[config.mk]
export PLATFORM = sky130hd
export DESIGN_NAME = sliding_trunc
export DESIGN_NICKNAME = d
export VERILOG_FILES = /design/src/rtl/sliding_trunc_pkg.sv /design/src/rtl/lead_sign_count.sv /design/src/rtl/window_select.sv /design/src/rtl/sliding_trunc.sv
export SDC_FILE = /design/constraint.sdc
export NUM_CORES = 1
export LEC_CHECK = 0
export BUFFER_PORTS_ARGS = -buffer_cell sky130_fd_sc_hd__buf_2
export CORE_ASPECT_RATIO = 0.7
export CORE_MARGIN = 2
export CORE_UTILIZATION = 56
export DETAILED_ROUTE_END_ITERATION = 10
export PLACE_DENSITY_LB_ADDON = 0.08
export SLEW_MARGIN = 20
export SYNTH_ARGS = -nofsm -noshare
export SYNTH_HDL_FRONTEND = slang
export SYNTH_HIERARCHICAL = 1
export SYNTH_SLANG_ARGS = --single-unit
[constraint.sdc]
create_clock -name clk_i -period 3 [get_ports clk_i]
set_input_delay 0.15 -clock clk_i [delete_from_list [all_inputs] [get_ports clk_i]]
set_output_delay 0.15 -clock clk_i [all_outputs]
set_load 0.005 [all_outputs]
[src/rtl/sliding_trunc_pkg.sv]
package sliding_trunc_pkg;
  typedef enum logic {
    TRUNC_FIXED = 1'b0,
    TRUNC_SLIDE = 1'b1
  } trunc_mode_e;
endpackage

[src/rtl/lead_sign_count.sv]
// Counts sign copies directly under the top bit, capped at MAX_CNT.
module lead_sign_count #(
  parameter int MAX_CNT = 17,
  parameter int CNT_W   = $clog2(MAX_CNT + 1)
) (
  input  logic [MAX_CNT:0]   top_i,
  output logic [CNT_W-1:0]   cnt_o
);
  logic [MAX_CNT-1:0] run;

  for (genvar j = 0; j < MAX_CNT; j++) begin : g_run
    logic eq;
    assign eq = (top_i[MAX_CNT-1-j] == top_i[MAX_CNT]);
    if (j == 0) begin : g_first
      assign run[j] = eq;
    end else begin : g_next
      assign run[j] = run[j-1] & eq;
    end
  end

  // run is a prefix mask, so its popcount is the run length
  always_comb begin
    cnt_o = '0;
    for (int j = 0; j < MAX_CNT; j++) cnt_o = cnt_o + CNT_W'(run[j]);
  end
endmodule

[src/rtl/window_select.sv]
module window_select #(
  parameter int IN_W  = 31,
  parameter int OUT_W = 14,
  parameter int SH_W  = 5
) (
  input  logic [IN_W-1:0]  data_i,
  input  logic [SH_W-1:0]  shift_i,
  output logic [OUT_W-1:0] data_o
);
  int base;
  always_comb begin
    base   = IN_W - 1 - int'(shift_i);
    data_o = data_i[base -: OUT_W];
  end
endmodule

[src/rtl/sliding_trunc.sv]
module sliding_trunc
  import sliding_trunc_pkg::*;
#(
  parameter int IN_W      = 31,
  parameter int OUT_W     = 14,
  localparam int SHIFT_MAX = IN_W - OUT_W,
  localparam int SH_W      = $clog2(SHIFT_MAX + 1)
) (
  input  logic             clk_i,
  input  logic             rst_ni,
  input  logic             valid_i,
  input  logic             mode_i,
  input  logic [IN_W-1:0]  sample_i,
  output logic             valid_o,
  output logic [OUT_W-1:0] sample_o,
  output logic [SH_W-1:0]  shift_o
);
  trunc_mode_e     mode;
  logic [SH_W-1:0] lead_cnt;
  logic [SH_W-1:0] s0_shift;

  logic            s1_valid;
  logic [IN_W-1:0] s1_data;
  logic [SH_W-1:0] s1_shift;
  logic [OUT_W-1:0] s1_win;

  assign mode = trunc_mode_e'(mode_i);

  lead_sign_count #(
    .MAX_CNT(SHIFT_MAX),
    .CNT_W  (SH_W)
  ) u_lead (
    .top_i(sample_i[IN_W-1 -: SHIFT_MAX+1]),
    .cnt_o(lead_cnt)
  );

  assign s0_shift = (mode == TRUNC_SLIDE) ? lead_cnt : '0;

  // stage 1: capture sample and window position
  always_ff @(posedge clk_i or negedge rst_ni) begin
    if (!rst_ni) begin
      s1_valid <= 1'b0;
      s1_data  <= '0;
      s1_shift <= '0;
    end else begin
      s1_valid <= valid_i;
      if (valid_i) begin
        s1_data  <= sample_i;
        s1_shift <= s0_shift;
      end
    end
  end

  window_select #(
    .IN_W (IN_W),
    .OUT_W(OUT_W),
    .SH_W (SH_W)
  ) u_win (
    .data_i (s1_data),
    .shift_i(s1_shift),
    .data_o (s1_win)
  );

  // stage 2: output register
  always_ff @(posedge clk_i or negedge rst_ni) begin
    if (!rst_ni) begin
      valid_o  <= 1'b0;
      sample_o <= '0;
      shift_o  <= '0;
    end else begin
      valid_o <= s1_valid;
      if (s1_valid) begin
        sample_o <= s1_win;
        shift_o  <= s1_shift;
      end
    end
  end
endmodule

==> metrics.yaml <==
setup_viol: 5
status: "finished with violations"
drv_slew: 0
synth_flop_cell: "dfrtp_1"
htreeDepth: 3
cts.sinks: 57
final-hold-violation-count: 0
seqCellArea_mm2: 0.00143
cap_violations: 0
dp_slack_ns: -1.69
p_leak_nw: 2.58
clock_latency_ns: 0.33
routabilityCongestion: 1.01
violations: "negative setup slack"
async_flop_share_pct: 100
path_max_fanout: 3
syn_avg_cell_area_um2: 11.0
multiInputGateArea_mm2: 0.00300
io_buffers: 54
synth.distinct_cells: 66
postSynthCellCount: 427
slew_headroom_pct: 34.7
rsz0062_at_grt: "yes"
dpl.cell_count: 604
place_hpwl_mm: 9.07
grt_pass1_vias: 3724
p_total_mw: 3.17
overflow: 0
syn_area_mm2: 0.00471
syn_to_final_growth_pct: 20.9
dieArea_mm2: 0.00918
crit_path_top_delay_cell: "fa_2"
crit_path_max_incr_delay_ns: 0.56
grt_usage_pct: 28.1
tns_ns: -6.20
cp_cell_sequence: "buf_6, or4_4, mux2i_4, nand3_4, or2_1, fa_1, inv_2, fa_2, fa_1, fa_1, inv_1, fa_2, fa_2, nor2b_1, o21a_1, nand3_1, o21ai_1"
layout-drive-gt1-share_pct: 42.5
drc: 0
grt_max_degree: 41
fin_hold_ws_ns: 0.0556
final_cells: 623
fin_ws_ns: -1.32
fillers: 584
path_buf_inv: 3
root_buffer: "clkbuf_16"
synth_edf_count: 0
dr_total_vias: 3774
numCtsBuffers: 9
arrival_ns: 4.57
period_minus_slack_ns: 4.32
critPathKind: "input pin to register"
antenna_found_initial: 0
seq_area_frac_synth_pct: 30.3
dieHeight_um: 80.7
n_antenna_cell: 0
wirelength_mm: 12.1
dieWidth_um: 114
ys_ff_latch: 57
peakVddDrop_mv: 0.477
wire_per_inst_um: 19.5
endpoint_kind: "register"
coreArea_mm2: 0.00801
drtAntennaViolNets: 0
syn_nets: 477
crit_required_ns: 3.25
ioPinCount: 55
skew_ns: 0.00831
path_clk_slew_ns: 0.05
power_per_cell_area_mw_per_mm2: 557
min-delay-path-class: "input pin to register"
via_per_inst: 6.06
yosys_warnings: 6
drt_iter0_markers: 358
max_freq_mhz: 232
clockBufferDepth: 2
critPathLaunchType: "input pin"
nets: 567
critPathTopFamily: "adder cells"
tightest_slew_ns: 0.979
fp-row-count: 27
grt_pass1_wl_mm: 19.7
dr.pass1.iters: 5
initial_core_util_pct: 58.9
cts_tree: "done"
fin_crit_sh_pct: 144
## cell families (layout without fill, tap and decap cells)
logic type               count (synthesis)  after routing  share of synthesized area (%)
adder cells (fa/ha/maj)                 15             15                           5.58
flip-flops                              57             57                           30.3
buffers and inverters                   51            146                           6.80
AO/OA/AOI/OAI                           82             82                           11.7
XOR/XNOR                                14             14                           3.88
AND/OR/NAND/NOR                         95             95                           10.8
multiplexers                           113            113                           31.0
## worst reg2reg max path, delay by kind of cell, from the launching register on
family,cells,cell delay [ns]
mux,5,1.53
fa+ha+maj,1,0.33
buf+inv,1,0.23
compound gates,1,0.14
flops,1,0.41
## layer usage
metal	part of all wire [%]	wire length (um)	track usage (%)	up-vias
met5	0	0	0	-
met4	0.86	104	6.10	0
met3	7.8	947	7.39	10
met2	42	5090	41.7	155
met1	49	5980	41.6	1846
li1	-	-	-	1763
## final cells by class
type                       instances  area share (%)
inverter                          23            1.52
clock inverter                     5            1.41
multi-input combinational        319            52.7
timing repair buffer             107            13.0
sequential                        57            25.0
tap                              101            2.22
clock buffer                      11            4.09
## power by group
part | leakage [nW] | switching, mW | internal [mW]
clock | 0.146 | 0.344 | 0.724
sequential | 0.688 | 0.0891 | 0.892
combinational | 1.75 | 0.551 | 0.572
total | 2.58 | 0.984 | 2.19
## worst paths after layout
path                              start      endpoint  slack [ns]  cells past startpoint
min                         sample_i[0]    s1_data[0]        0.06                      2
max reg2reg                 s1_shift[0]  sample_o[13]        0.25                      8
min reg2reg                 sample_o[2]   sample_o[2]        0.50                      1
max in group asynchronous        rst_ni    shift_o[0]        1.82                      3
max                        sample_i[22]   s1_shift[4]       -1.32                     17
min in group asynchronous        rst_ni   s1_data[16]        0.36                      2
## repair_timing
| item | CTS | global route |
|---|---|---|
| setup endpoints to repair | 5 | 5 |
| resized for setup | 3 | 8 |
| endpoints found under the hold margin | 24 | 0 |
| pin swaps | 6 | 5 |
| buffers inserted | 1 | 1 |
| cloned | 0 | 0 |
| hold buffers | 1 | 0 |
## cells in the final DEF (no fill, tap or decap), types with 4 or more instances in the layout
cell type,n
a22oi_1,4
buf_4,48
mux2_4,40
o22ai_1,6
fa_1,7
clkbuf_16,9
dfrtp_1,57
mux4_2,5
ha_1,5
and4_1,4
buf_2,51
o21ai_0,10
o21ai_1,7
nand4_1,9
inv_1,20
mux2_2,32
nor3_1,5
nand2_1,18
buf_12,4
nor2_1,21
mux2i_1,32
nand3_1,16
xnor2_1,6
a21oi_1,18
## cells in the mapped netlist (5+ instances only)
| master | count | area (um2) |
|---|---|---|
| nand4_1 | 9 | 56.3 |
| ha_1 | 5 | 62.6 |
| mux2i_1 | 32 | 320 |
| nor2_1 | 21 | 78.8 |
| nand2_1 | 18 | 67.6 |
| o21ai_0 | 13 | 65.1 |
| mux4_2 | 5 | 113 |
| mux2_4 | 40 | 601 |
| dfrtp_1 | 57 | 1430 |
| buf_2 | 12 | 60.1 |
| nor3_1 | 5 | 25.0 |
| mux2_2 | 32 | 360 |
| o22ai_1 | 6 | 37.5 |
| buf_4 | 5 | 37.5 |
| a21oi_1 | 19 | 95.1 |
| fa_1 | 10 | 200 |
| xnor2_1 | 6 | 52.6 |
| inv_1 | 22 | 82.6 |
| nand3_1 | 17 | 85.1 |
## per-stage QoR
step / instance area (um2) / util (%)
floorplan: 4730 / -
global placement: 5320 / 66.4
detailed placement: 5320 / 66.4
CTS: 5660 / 70.7
global route: 5700 / 71.1
finish: 5700 / 71.1
## sequential cells by signal, summed over array words and instances (netlist names)
register,flops
s1_shift,5
s1_data,31
s1_valid,1
shift_o,5
valid_o,1
sample_o,14
Power figures use the tool's default switching activity.
